$ cat config.mk
export PLATFORM = sky130hd
export DESIGN_NAME = rtc_idx_port
export DESIGN_NICKNAME = d
export VERILOG_FILES = /design/src/rtl/rtc_idx_pkg.sv /design/src/rtl/rtc_gp_ram.sv /design/src/rtl/rtc_time_bank.sv /design/src/rtl/rtc_ctrl_regs.sv /design/src/rtl/rtc_idx_port.sv
export SDC_FILE = /design/constraint.sdc
export NUM_CORES = 1
export LEC_CHECK = 0
export BUFFER_PORTS_ARGS = -buffer_cell sky130_fd_sc_hd__buf_2
export CAP_MARGIN = 40
export CELL_PAD_IN_SITES_DETAIL_PLACEMENT = 1
export CELL_PAD_IN_SITES_GLOBAL_PLACEMENT = 1
export CORE_MARGIN = 2
export CORE_UTILIZATION = 38
export CTS_CLUSTER_SIZE = 25
export DETAILED_ROUTE_END_ITERATION = 6
export GPL_ROUTABILITY_DRIVEN = 0
export PLACE_DENSITY = 0.59
export SYNTH_ARGS = -nofsm -noshare
export SYNTH_HDL_FRONTEND = slang
export SYNTH_SLANG_ARGS = --single-unit
$ cat constraint.sdc
create_clock -name clk -period 2.5 [get_ports clk]
set_clock_uncertainty 0.05 [all_clocks]
set_input_delay 0.375 -clock clk [delete_from_list [all_inputs] [get_ports clk]]
set_output_delay 0.375 -clock clk [all_outputs]
set_load 0.1 [all_outputs]
$ cat src/rtl/rtc_idx_pkg.sv
package rtc_idx_pkg;
  localparam int unsigned DW = 8;
  localparam int unsigned IW = 7;
  localparam int unsigned NT = 7;
  localparam int unsigned SW = $clog2(NT);

  typedef logic [IW-1:0] idx_t;
  typedef logic [DW-1:0] byte_t;

  localparam idx_t IDX_A = 7'h0A;
  localparam idx_t IDX_B = 7'h0B;
  localparam idx_t IDX_C = 7'h0C;
  localparam idx_t IDX_D = 7'h0D;

  localparam int unsigned A_UIP  = 7;
  localparam int unsigned B_SET  = 7;
  localparam int unsigned B_PIE  = 6;
  localparam int unsigned B_AIE  = 5;
  localparam int unsigned B_UIE  = 4;
  localparam int unsigned B_SQW  = 3;
  localparam int unsigned C_IRQF = 7;
  localparam int unsigned C_PF   = 6;
  localparam int unsigned C_AF   = 5;
  localparam int unsigned C_UF   = 4;

  localparam byte_t A_POR   = 8'h26;
  localparam byte_t B_POR   = 8'h02;
  localparam byte_t D_POR   = 8'h80;
  localparam byte_t PTR_RD  = 8'hFF;

  function automatic logic is_time(idx_t i);
    case (i)
      7'h00, 7'h02, 7'h04, 7'h06, 7'h07, 7'h08, 7'h09: return 1'b1;
      default: return 1'b0;
    endcase
  endfunction

  function automatic logic [SW-1:0] time_slot(idx_t i);
    case (i)
      7'h02:   return SW'(1);
      7'h04:   return SW'(2);
      7'h06:   return SW'(3);
      7'h07:   return SW'(4);
      7'h08:   return SW'(5);
      7'h09:   return SW'(6);
      default: return SW'(0);
    endcase
  endfunction

  function automatic logic is_ctrl(idx_t i);
    return (i == IDX_A) || (i == IDX_B) || (i == IDX_C) || (i == IDX_D);
  endfunction
endpackage

$ cat src/rtl/rtc_gp_ram.sv
module rtc_gp_ram #(
  parameter int unsigned DW = 8,
  parameter int unsigned AW = 7
) (
  input  logic          clk,
  input  logic          we,
  input  logic [AW-1:0] waddr,
  input  logic [DW-1:0] wdata,
  input  logic [AW-1:0] raddr,
  output logic [DW-1:0] rdata
);
  localparam int unsigned DEPTH = 1 << AW;

  logic [DW-1:0] mem [DEPTH];

  always_ff @(posedge clk) begin
    if (we) mem[waddr] <= wdata;
  end

  // asynchronous read: distributed RAM, data in the strobe cycle
  assign rdata = mem[raddr];
endmodule

$ cat src/rtl/rtc_time_bank.sv
module rtc_time_bank #(
  parameter int unsigned DW = 8,
  parameter int unsigned NT = 7,
  parameter int unsigned SW = $clog2(NT)
) (
  input  logic             clk,
  input  logic             por,
  input  logic             bus_we,
  input  logic [SW-1:0]    bus_slot,
  input  logic [DW-1:0]    bus_wdata,
  input  logic             tk_we,
  input  logic [NT*DW-1:0] tk_data,
  output logic [NT*DW-1:0] q
);
  logic [DW-1:0] slot_q [NT];

  for (genvar g = 0; g < NT; g++) begin : g_slot
    always_ff @(posedge clk) begin
      if (por)
        slot_q[g] <= '0;
      else if (bus_we && (bus_slot == SW'(g)))
        slot_q[g] <= bus_wdata;
      else if (tk_we)
        slot_q[g] <= tk_data[g*DW +: DW];
    end
    assign q[g*DW +: DW] = slot_q[g];
  end
endmodule

$ cat src/rtl/rtc_ctrl_regs.sv
module rtc_ctrl_regs
  import rtc_idx_pkg::*;
(
  input  logic  clk,
  input  logic  por,
  input  logic  srst,
  input  logic  wr_a,
  input  logic  wr_b,
  input  logic  rd_c,
  input  byte_t wdata,
  input  logic  evt_upd_begin,
  input  logic  evt_upd_end,
  input  logic  evt_periodic,
  input  logic  evt_alarm,
  output byte_t reg_a,
  output byte_t reg_b,
  output byte_t reg_c,
  output byte_t reg_d,
  output logic  irq,
  output logic  set_fall
);
  localparam byte_t B_RST_MASK = byte_t'((1 << B_PIE) | (1 << B_AIE) | (1 << B_SQW));

  byte_t a_nx, b_nx, c_nx, new_flags;
  logic  irq_nx;

  always_comb begin
    a_nx = wr_a ? {reg_a[A_UIP], wdata[DW-2:0]} : reg_a;
    if (wr_b && wdata[B_SET])                   a_nx[A_UIP] = 1'b0;
    else if (evt_upd_end)                       a_nx[A_UIP] = 1'b0;
    else if (evt_upd_begin && !reg_b[B_SET])    a_nx[A_UIP] = 1'b1;

    b_nx = wr_b ? wdata : reg_b;

    new_flags = '0;
    if (evt_periodic && reg_b[B_PIE]) begin
      new_flags[C_PF]   = 1'b1;
      new_flags[C_IRQF] = 1'b1;
    end
    if (evt_alarm && reg_b[B_AIE]) begin
      new_flags[C_AF]   = 1'b1;
      new_flags[C_IRQF] = 1'b1;
    end
    if (evt_upd_end) begin
      new_flags[C_UF] = 1'b1;
      if (reg_b[B_UIE]) new_flags[C_IRQF] = 1'b1;
    end

    c_nx   = (rd_c ? '0 : reg_c) | new_flags;
    irq_nx = new_flags[C_IRQF] ? 1'b1 : (rd_c ? 1'b0 : irq);
  end

  assign set_fall = wr_b && reg_b[B_SET] && !wdata[B_SET];

  always_ff @(posedge clk) begin
    if (por) begin
      reg_a <= A_POR;
      reg_b <= B_POR;
      reg_c <= '0;
      reg_d <= D_POR;
      irq   <= 1'b0;
    end else if (srst) begin
      reg_b <= reg_b & ~B_RST_MASK;
      reg_c <= '0;
      irq   <= 1'b0;
    end else begin
      reg_a <= a_nx;
      reg_b <= b_nx;
      reg_c <= c_nx;
      irq   <= irq_nx;
    end
  end
endmodule

$ cat src/rtl/rtc_idx_port.sv
module rtc_idx_port
  import rtc_idx_pkg::*;
(
  input  logic             clk,
  input  logic             por,
  input  logic             srst,
  input  logic             bus_wr,
  input  logic             bus_rd,
  input  logic             bus_addr,
  input  logic [DW-1:0]    bus_wdata,
  output logic [DW-1:0]    bus_rdata,
  input  logic             evt_upd_begin,
  input  logic             evt_upd_end,
  input  logic             evt_periodic,
  input  logic             evt_alarm,
  input  logic             tk_wr,
  input  logic [NT*DW-1:0] tk_time,
  output logic [NT*DW-1:0] time_regs,
  output logic             time_load,
  output logic [DW-1:0]    ctl_a,
  output logic [DW-1:0]    ctl_b,
  output logic             irq_o
);
  idx_t          idx_q;
  logic          wr_data, rd_data, hit_time, hit_ctrl;
  logic          wr_time, wr_gp, wr_a, wr_b, rd_c, set_fall;
  logic [SW-1:0] slot;
  byte_t         reg_a, reg_b, reg_c, reg_d, ram_q;

  assign wr_data  = bus_wr && bus_addr;
  assign rd_data  = bus_rd && bus_addr;
  assign hit_time = is_time(idx_q);
  assign hit_ctrl = is_ctrl(idx_q);
  assign slot     = time_slot(idx_q);
  assign wr_time  = wr_data && hit_time;
  assign wr_gp    = wr_data && !hit_time && !hit_ctrl;
  assign wr_a     = wr_data && (idx_q == IDX_A);
  assign wr_b     = wr_data && (idx_q == IDX_B);
  assign rd_c     = rd_data && (idx_q == IDX_C);

  // pointer register
  always_ff @(posedge clk) begin
    if (por)
      idx_q <= '0;
    else if (bus_wr && !bus_addr)
      idx_q <= bus_wdata[IW-1:0];
  end

  // reload strobe for the external counter
  always_ff @(posedge clk) begin
    if (por || srst)
      time_load <= 1'b0;
    else
      time_load <= (wr_time && !reg_b[B_SET]) || set_fall;
  end

  rtc_gp_ram #(.DW(DW), .AW(IW)) u_ram (
    .clk   (clk),
    .we    (wr_gp),
    .waddr (idx_q),
    .wdata (bus_wdata),
    .raddr (idx_q),
    .rdata (ram_q)
  );

  rtc_time_bank #(.DW(DW), .NT(NT), .SW(SW)) u_time (
    .clk       (clk),
    .por       (por),
    .bus_we    (wr_time),
    .bus_slot  (slot),
    .bus_wdata (bus_wdata),
    .tk_we     (tk_wr && !reg_b[B_SET]),
    .tk_data   (tk_time),
    .q         (time_regs)
  );

  rtc_ctrl_regs u_ctrl (
    .clk           (clk),
    .por           (por),
    .srst          (srst),
    .wr_a          (wr_a),
    .wr_b          (wr_b),
    .rd_c          (rd_c),
    .wdata         (bus_wdata),
    .evt_upd_begin (evt_upd_begin),
    .evt_upd_end   (evt_upd_end),
    .evt_periodic  (evt_periodic),
    .evt_alarm     (evt_alarm),
    .reg_a         (reg_a),
    .reg_b         (reg_b),
    .reg_c         (reg_c),
    .reg_d         (reg_d),
    .irq           (irq_o),
    .set_fall      (set_fall)
  );

  // read mux, combinational so data is valid with the strobe
  always_comb begin
    if (!bus_addr)
      bus_rdata = PTR_RD;
    else if (hit_time)
      bus_rdata = time_regs[slot*DW +: DW];
    else begin
      case (idx_q)
        IDX_A:   bus_rdata = reg_a;
        IDX_B:   bus_rdata = reg_b;
        IDX_C:   bus_rdata = reg_c;
        IDX_D:   bus_rdata = reg_d;
        default: bus_rdata = ram_q;
      endcase
    end
  end

  assign ctl_a = reg_a;
  assign ctl_b = reg_b;
endmodule

---- Word level (Yosys, flattened, before mapping) ----
Memory sizes are Yosys's and may differ from the RTL's. A register that Yosys moved wholly into a read port is not among the register bits.
Cells that the tools add are included.
storage, ports and cells
  register bits ........................... 33
  bits in writable memories ............... 1,080
  bits of input ports ..................... 75
  output and inout bits ................... 82
  logic and storage cells ................. 166
  memories ................................ 2
memories
  memory         words  bits a word  read ports  clocked after Yosys merged registers in  wr ports  RTL line             text
  u_ram.mem      128    8            1           1                                        1         rtc_gp_ram.sv:14     logic [DW-1:0] mem [DEPTH];
  u_time.slot_q  7      8            7           0                                        7         rtc_time_bank.sv:15  logic [DW-1:0] slot_q [NT];
cells by class
  equal/unequal tests ..................... 16
  shift-type cells ........................ 1
  multiplexer cells ....................... 80
  bitwise gates (word level) .............. 16
  reduce and logical (&&, ||, !) cells .... 43
operators with widths
  cell                                            count
  two-way mux 8 bit                               17
  two-way mux 1 bit                               58
  variable part select 56 x 7 -> 8 bit            1
  == test 7 x 4 -> 1 bit (second input constant)  6
  one-hot mux 8 bit (4 select lines)              1
  logical AND 1 bit                               24
  == test 7 x 3 -> 1 bit (second input constant)  3
  one-hot mux 3 bit (6 select lines)              1
  two-way mux 7 bit                               2
  OR 1 bit                                        14
  == test 3 bit (second input constant)           3
  OR 8 bit                                        1
  == test 7 x 2 -> 1 bit (second input constant)  1
  logical NOT 7 bit                               1
  OR reduction 7 bit                              1
  == test 3 x 2 -> 1 bit (second input constant)  2
  AND reduction 2 bit                             3
  logical NOT 1 bit                               5
  logical OR 1 bit                                5
  == test 3 x 1 -> 1 bit (second input constant)  1
  logical NOT 3 bit                               1
  nonzero test 3 bit                              1
  two-way mux 2 bit                               1
  nonzero test 2 bit                              1
  other kinds (2)                                 2

---- Longest topological paths before layout ----
Gate-level depths: netlist (run 1).
  depth after elaboration ................. 10
  gate-level depth with buffers ........... 11
  mapped depth without buffers ............ 6

---- By module ----
From an unflattened synthesis (run 1), not the netlist that was laid out.
unflattened totals
  cells, all modules ...................... 2,077
  area, all modules ....................... 44,343.8 um^2
modules (own cells, without submodules)
  module         instances  cells each  area an instance (um^2)  sequential area each (um^2)
  rtc_gp_ram     1          1,627       39,505.4                 30,749.5
  rtc_time_bank  1          152         2,406.1                  1,681.6
  rtc_idx_port   1          202         1,551.5                  160.2
  rtc_ctrl_regs  1          96          880.8                    420.4

---- Worst setup path after synthesis (run 1) ----
No wires, ideal clock.
  path type ............................... reg-to-output
  start ................................... reg with a tool-made name
  end ..................................... out bus_rdata[6]
  arrival time ............................ 4,229 ps
  required time ........................... 2,075 ps
  slack ................................... -2,154 ps
  stages on the path, launching flop included .. 12
  cell sequence ........................... dfxtp_1 buf_2 buf_4 buf_2 buf_2 buf_2 mux2i_1 a21oi_1 o221ai_1 nand4_1 nand2_1 o32ai_1
RTL lines
  item       RTL line            text
  to (decl)  rtc_idx_port.sv:11  output logic [DW-1:0] bus_rdata,

==> results of run 1 <==
what timing repair did:
| item | 4_1_cts | 5_1_grt |
|---|---|---|
| resized for setup | 136 | 54 |
| pin swaps | 23 | 40 |
| gates cloned | 5 | 2 |
| hold buffers | 65 | 0 |
| buffers inserted | 10 | 20 |
| endpoints found under the setup margin | 371 | 233 |
| endpoints found under the hold margin | 81 | 0 |
power breakdown:
part           switching [mW]  internal [mW]
clock                    7.53           10.0
combinational            2.43           1.50
sequential              0.123           20.7
registers in the layout (all words and copies together), names as in the netlist, named ones only:
signal and flops:
u_time.slot_q 56, u_ctrl.reg_a 8, idx_q 7, u_ctrl.reg_b 8
u_ram.mem 1024, u_ctrl.reg_c 4, u_ctrl.irq 1, time_load 1
through the flow:
step / instance area, µm² / instances / power (mW) / setup WS, ns
3_3_place_gp: 50550 / 4301 / 24.75 / -1.154
6_report: 56500 / 4638 / 42.31 / -1.416
2_1_floorplan: 44860 / 2364 / 23.14 / -0.4412
4_1_cts: 56040 / 4614 / 42.59 / -1.489
3_5_place_dp: 50690 / 4320 / 24.81 / -1.188
5_1_grt: 56500 / 4636 / 43.49 / -1.509
kinds of logic after synthesis:
kind of cell / count (synthesis) / share of synthesized area, %
DFF: 1116 / 75.05
muxes: 351 / 15.07
other: 1 / 0.008489
buffers and inverters: 140 / 1.402
and+or+nand+nor: 419 / 4.388
AOI/OAI and AO/OA: 249 / 4.062
xor gates and xnor gates: 1 / 0.01983
worst max-delay path by stage:
stage / startpoint / endpoint / slack, ns / depth (start not counted)
after floorplan: idx_q[3] / bus_rdata[5] / -0.44 / 9
after global placement: flip-flop / bus_rdata[6] / -1.15 / 11
after detailed placement: flip-flop / bus_rdata[4] / -1.19 / 10
after CTS: flip-flop / bus_rdata[5] / -1.49 / 11
after global routing: flip-flop / bus_rdata[5] / -1.51 / 10
final: flip-flop / bus_rdata[5] / -1.42 / 10
worst register-to-register path: stages, from the launching register on:
cell	delay, ns
dfxtp_2	0.33
or4_4	0.56
buf_4	0.18
buf_4	0.15
nor2_4	0.11
nor4_4	0.07
nand2_1	0.13
buf_12	0.22
buf_4	0.22
nor2_4	0.07
buf_12	0.15
layout by cell type, fill, tap and decap left out, types with 11 or more instances in the layout:
master,n
a21oi_1,30
a22o_1,35
a22oi_1,18
a22oi_2,16
buf_12,67
buf_2,141
buf_4,363
buf_6,17
bufinv_16,14
clkbuf_1,15
clkbuf_16,118
clkinv_1,32
clkinv_2,23
conb_1,88
dfxtp_1,29
dlygate4sd3_1,65
edfxtp_1,1080
mux2_2,31
mux2i_1,70
mux4_2,248
nand2_1,66
nand2b_1,21
nand3_1,58
nand4_1,11
nor2_1,123
nor2_2,24
nor2_4,31
nor2b_1,26
o21ai_0,38
o22ai_1,14
routing by layer:
layer  wire [µm]  track usage [%]  share of wire [%]  vias to the layer above
met5          21                0              0.016                        -
met4        4762            7.197                3.6                        4
met3        6942            3.727                5.3                      247
met2       63860            36.12                 49                      787
met1       55880            30.64                 43                    13440
li1            -                -                  -                    10810
final cells by class:
| type | count | area [µm²] |
|---|---|---|
| Clock buffer | 131 | 2959 |
| Inverter | 5 | 18.77 |
| Antenna cell | 3 | 7.507 |
| Sequential cell | 1116 | 33170 |
| Tap cell | 1524 | 1907 |
| Fill cell | 10820 | 59230 |
| Timing Repair Buffer | 665 | 5924 |
| Clock inverter | 86 | 885.9 |
| Multi-Input combinational cell | 1108 | 11630 |
==> flow_summary.ini, run 1 <==
[setup_path]
cp.required_ns = 2.08
r2r_start = idx_q[3]
path_max_fanout = 7
cpLargestDelayFamily = multiplexers
crit_type = flip-flop to output pin
crit_path_end_kind = output pin
cp_slowest_cell = mux4_2
max_stage_delay_ns = 0.52
r2r_end = u_ram.mem[81][6]
crit_buf_inv = 5
cp_data_arrival_time_ns = 3.49
cpMostUsedCell = buf_12
crit_chain = buf_12 -> buf_12 -> buf_6 -> mux4_2 -> mux4_2 -> a22oi_2 -> buf_4 -> nand3_4 -> a32o_4 -> buf_12
r2r_slack_ns = 0.02
cp-start-kind = flip-flop
reg2reg_depth = 10

[logic_synthesis]
yosysTopAreaCell = edfxtp_1
synth.most_common_cell = edfxtp_1
ys_seq_area_share_pct = 75.05
postSynth.asyncResetShare_pct = 0
synthTopCellsByCount = 1080 x edfxtp_1, 248 x mux4_2, 178 x nor2_1
synth.distinct_cells = 65
synth_edf_count = 1080
synth_top_area_share_pct = 73.42
synthesis.area_um2 = 44170
syn_avg_cell_area_um2 = 19.40
synthFlopType = edfxtp_1
yosys_warnings = 0
ys_seq_elements = 1116
synth.area.top_cells = edfxtp_1 73%, mux4_2 13%, dfxtp_1 1.6%
netlist_instances = 2277

[hold_path]
whs_endpoint = u_ctrl.reg_c[5]
min_path_cells = 4
hp-start = bus_rd
hold_path.class = input pin to flip-flop

[power]
ir_drop_mv = 0.5698
p_leak_nw = 18.67
power_density_nw_per_um2 = 748.9

[drt]
wl_per_cell_um = 28.34
drc_errors = 0
viasPerCell = 5.450
ant_nets = 0
first_pass_iters = 6
drt_iter0_drc = 2301
routed_wirelength_mm = 131.5
vias = 25280

[clock_tree]
cts_root_buf = clkbuf_16
cts_buffer_depth = 3
cts_sinks = 1116
path_clk_slew_ns = 0.06
clkLatencyLatePin_ns = 0.73
cts_htree_levels = 3
cts_tree = yes
cts_buffers = 116

[job]
cap_violations = 0

[cells_and_area]
syn_to_final_growth_pct = 27.91
postLayoutCoreUtil_pct = 48.82
drive_above_1_share_pct = 38.70
fin_nets = 3087

[die]
io_pins = 157
initial_utilization_pct = 38.17
placementRows = 125
die_area_um2 = 119000
die_w_um = 344.9
core_region_area_um2 = 115700
die_h_um = 344.9

[timing]
worstMarginPinSlew_ns = 0.8953
setup_violations = 8
setup_ws_ns = -1.416
rsz0062_at_grt = true
hold_violations = 0
fin_crit_ns = 3.916
finalCritPeriodShare_pct = 156.6
holdWs_ns = 0.1059
setup_tns_ns = -10.89
fmax_ghz = 0.2554
max_slew_margin_pct = 40.31
slew_violations = 0

[grt]
antenna_found_initial = 3
grt_usage_pct = 22.23
grt_pass1_wl_mm = 190.8
grt_max_degree = 85
first_global_vias = 27040
gr-total-overflow = 0

[outcome]
run_status = finished, violations left
violations = setup timing

[placed_design]
io_buffer_count = 156
hpwl_mm = 88.53
(Power assumes the default switching activity.)
==> run 2, diff against run 1 <==
--- a/config.mk
+++ b/config.mk
@@ -6,7 +6,6 @@
 export NUM_CORES = 1
 export LEC_CHECK = 0
 export BUFFER_PORTS_ARGS = -buffer_cell sky130_fd_sc_hd__buf_2
-export CAP_MARGIN = 40
 export CELL_PAD_IN_SITES_DETAIL_PLACEMENT = 1
 export CELL_PAD_IN_SITES_GLOBAL_PLACEMENT = 1
 export CORE_MARGIN = 2
@@ -15,6 +14,7 @@
 export DETAILED_ROUTE_END_ITERATION = 6
 export GPL_ROUTABILITY_DRIVEN = 0
 export PLACE_DENSITY = 0.59
+export REMOVE_ABC_BUFFERS = 1
 export SYNTH_ARGS = -nofsm -noshare
 export SYNTH_HDL_FRONTEND = slang
 export SYNTH_SLANG_ARGS = --single-unit
==> run 2 against run 1 <==
Effect of this change:
- the flow still finishes with violations (setup timing)
- combinational power fell by 2%
- via count rose by 1.0%
- setup slack got worse by 0.36 ns
- critical path depth fell by 1
- hold slack got worse by 0.023 ns
- maximum frequency fell by 8.4%
- critical path type unchanged
- largest cell class unchanged
- largest power group unchanged
==> flow_summary.ini, run 2 (synthesis results as in run 1) <==
[power]
power_density_nw_per_um2 = 750.7
seq_power_share_pct = 49.5
power_switching_mw = 10.05
combPwrFrac_pct = 9.1
clkPwrFrac_pct = 41.4
power.total_mw = 42.11
internal-power_mw = 32.06
p_sw_share_pct = 23.86
p_leak_nw = 18.56
ir_drop_mv = 0.7133

[clock_tree]
cts_buffer_depth = 3
cts_sinks = 1116
path_clk_slew_ns = 0.06
cts_htree_levels = 3
cts_tree = yes
cts_root_buf = clkbuf_16
clkLatencyLatePin_ns = 0.73
cts_buffers = 117

[placed_design]
hpwl_mm = 89.53
preCtsSetupSlack_ns = -1.152
io_buffer_count = 156

[cells_and_area]
layout_commonest_cell = edfxtp_1
regMostFlops = u_ram.mem
syn_to_final_growth_pct = 26.98
fin_nets = 3067
drive_above_1_share_pct = 37.10
layout_common_cells = 1080 x edfxtp_1, 322 x buf_4, 248 x mux4_2, 140 x buf_2, 123 x nor2_1
postLayoutCoreUtil_pct = 48.46
biggestRegsByFlops = u_ram.mem: 1024 flops, u_time.slot_q: 56 flops
largest_reg_flops = 1024

[timing]
hold_violations = 0
setup_ws_ns = -1.776
finalCritPeriodShare_pct = 171.0
max_slew_margin_pct = 44.21
fin_crit_ns = 4.276
holdWs_ns = 0.08330
rsz0062_at_grt = true
slew_violations = 0
setup_violations = 427
worstMarginPinSlew_ns = 0.8369
fmax_ghz = 0.2339

[hold_path]
hold_path.class = input pin to flip-flop

[grt]
grt_pass1_wl_mm = 191.8
grt_usage_pct = 22.32
antenna_found_initial = 5
gr-total-overflow = 0
first_global_vias = 27100
grt_max_degree = 90

[die]
initial_utilization_pct = 38.17
io_pins = 157
core_region_area_um2 = 115700
die_area_um2 = 119000
placementRows = 125
die_w_um = 344.9
die_h_um = 344.9

[outcome]
violations = setup timing
run_status = finished, violations left

[setup_path]
cp_slowest_cell = a222oi_1
crit_type = flip-flop to output pin
path_max_fanout = 6
crit_buf_inv = 3
max_stage_delay_ns = 0.73
cp.required_ns = 2.08
cpLargestDelayFamily = compound AO/OA/AOI/OAI gates
crit_chain = buf_6 -> or4_4 -> or3_4 -> and2_4 -> a222oi_1 -> a311oi_1 -> buf_4 -> a41o_4 -> buf_12
crit_path_end_kind = output pin
cp_data_arrival_time_ns = 3.85
cp-start-kind = flip-flop

[drt]
first_pass_iters = 7
ant_nets = 0
drc_errors = 0
drt_iter0_drc = 2304
vias = 25540
wl_per_cell_um = 28.83
routed_wirelength_mm = 133.3
viasPerCell = 5.525

[job]
cap_violations = 0
## run 2: cell count changes in the layout (fill, tap and decap cells not counted), moves of 5 or more
cell,previous run,this run
buf_4,363,322
buf_6,17,47
a22oi_1,18,32
a22oi_2,16,2
clkbuf_1,15,25
clkinv_1,32,23
a21oi_1,30,37
buf_12,67,60
inv_16,6,1
nand2_2,6,1
## run 2: layer usage
metal,share of wire [%],GRT usage [%],wire length (µm),vias to the layer above
met5,0,0,0,-
met4,3.1,6.475,4078,0
met3,5.2,2.974,6885,238
met2,50,37.27,66330,828
met1,42,30.71,56000,13690
li1,-,-,-,10790
## run 2: worst paths after layout
path,startpoint,endpoint,slack (ns),cells past startpoint
setup / recovery,idx_q[4],bus_rdata[0],-1.78,9
hold / removal,bus_wdata[4],u_ram.mem[19][4],0.08,1
setup reg to reg,idx_q[4],u_time.slot_q[0][11],-0.16,12
hold reg to reg,u_ctrl.reg_c[7],u_ctrl.reg_c[7],0.45,2
## run 2: final cells by class
class,count,area [µm²]
Antenna cell,5,12.51
Clock buffer,146,3077
Clock inverter,75,795.8
Fill cell,10830,59650
Inverter,5,18.77
Multi-Input combinational cell,1108,11360
Sequential cell,1116,33170
Tap cell,1524,1907
Timing Repair Buffer,644,5749
## run 2: timing repair
action,4_1_cts,5_1_grt
resized for setup,120,101
hold buffers,63,0
hold endpoints to repair,67,0
endpoints found under the setup margin,751,716
setup buffers,10,14
gates cloned,4,1
pin swaps,17,27
## run 2: stage by stage
stage               setup TNS, ns  cells  area [µm²]
floorplan                 -207.80   2229       43900
global placement          -207.22   4318       50420
detailed placement        -251.48   4318       50420
CTS                        -41.70   4606       55550
global route               -69.14   4621       56090
finish                     -35.19   4623       56090
## run 2: power groups by stage
stage	registers, mW	logic [mW]	clock network [mW]
after global routing	20.8	3.99	18.4
after CTS	20.8	3.75	17.7
after global placement	21.2	3.49	0
after floorplan	21.8	1.41	0
final	20.8	3.84	17.4
after detailed placement	21.2	3.53	0
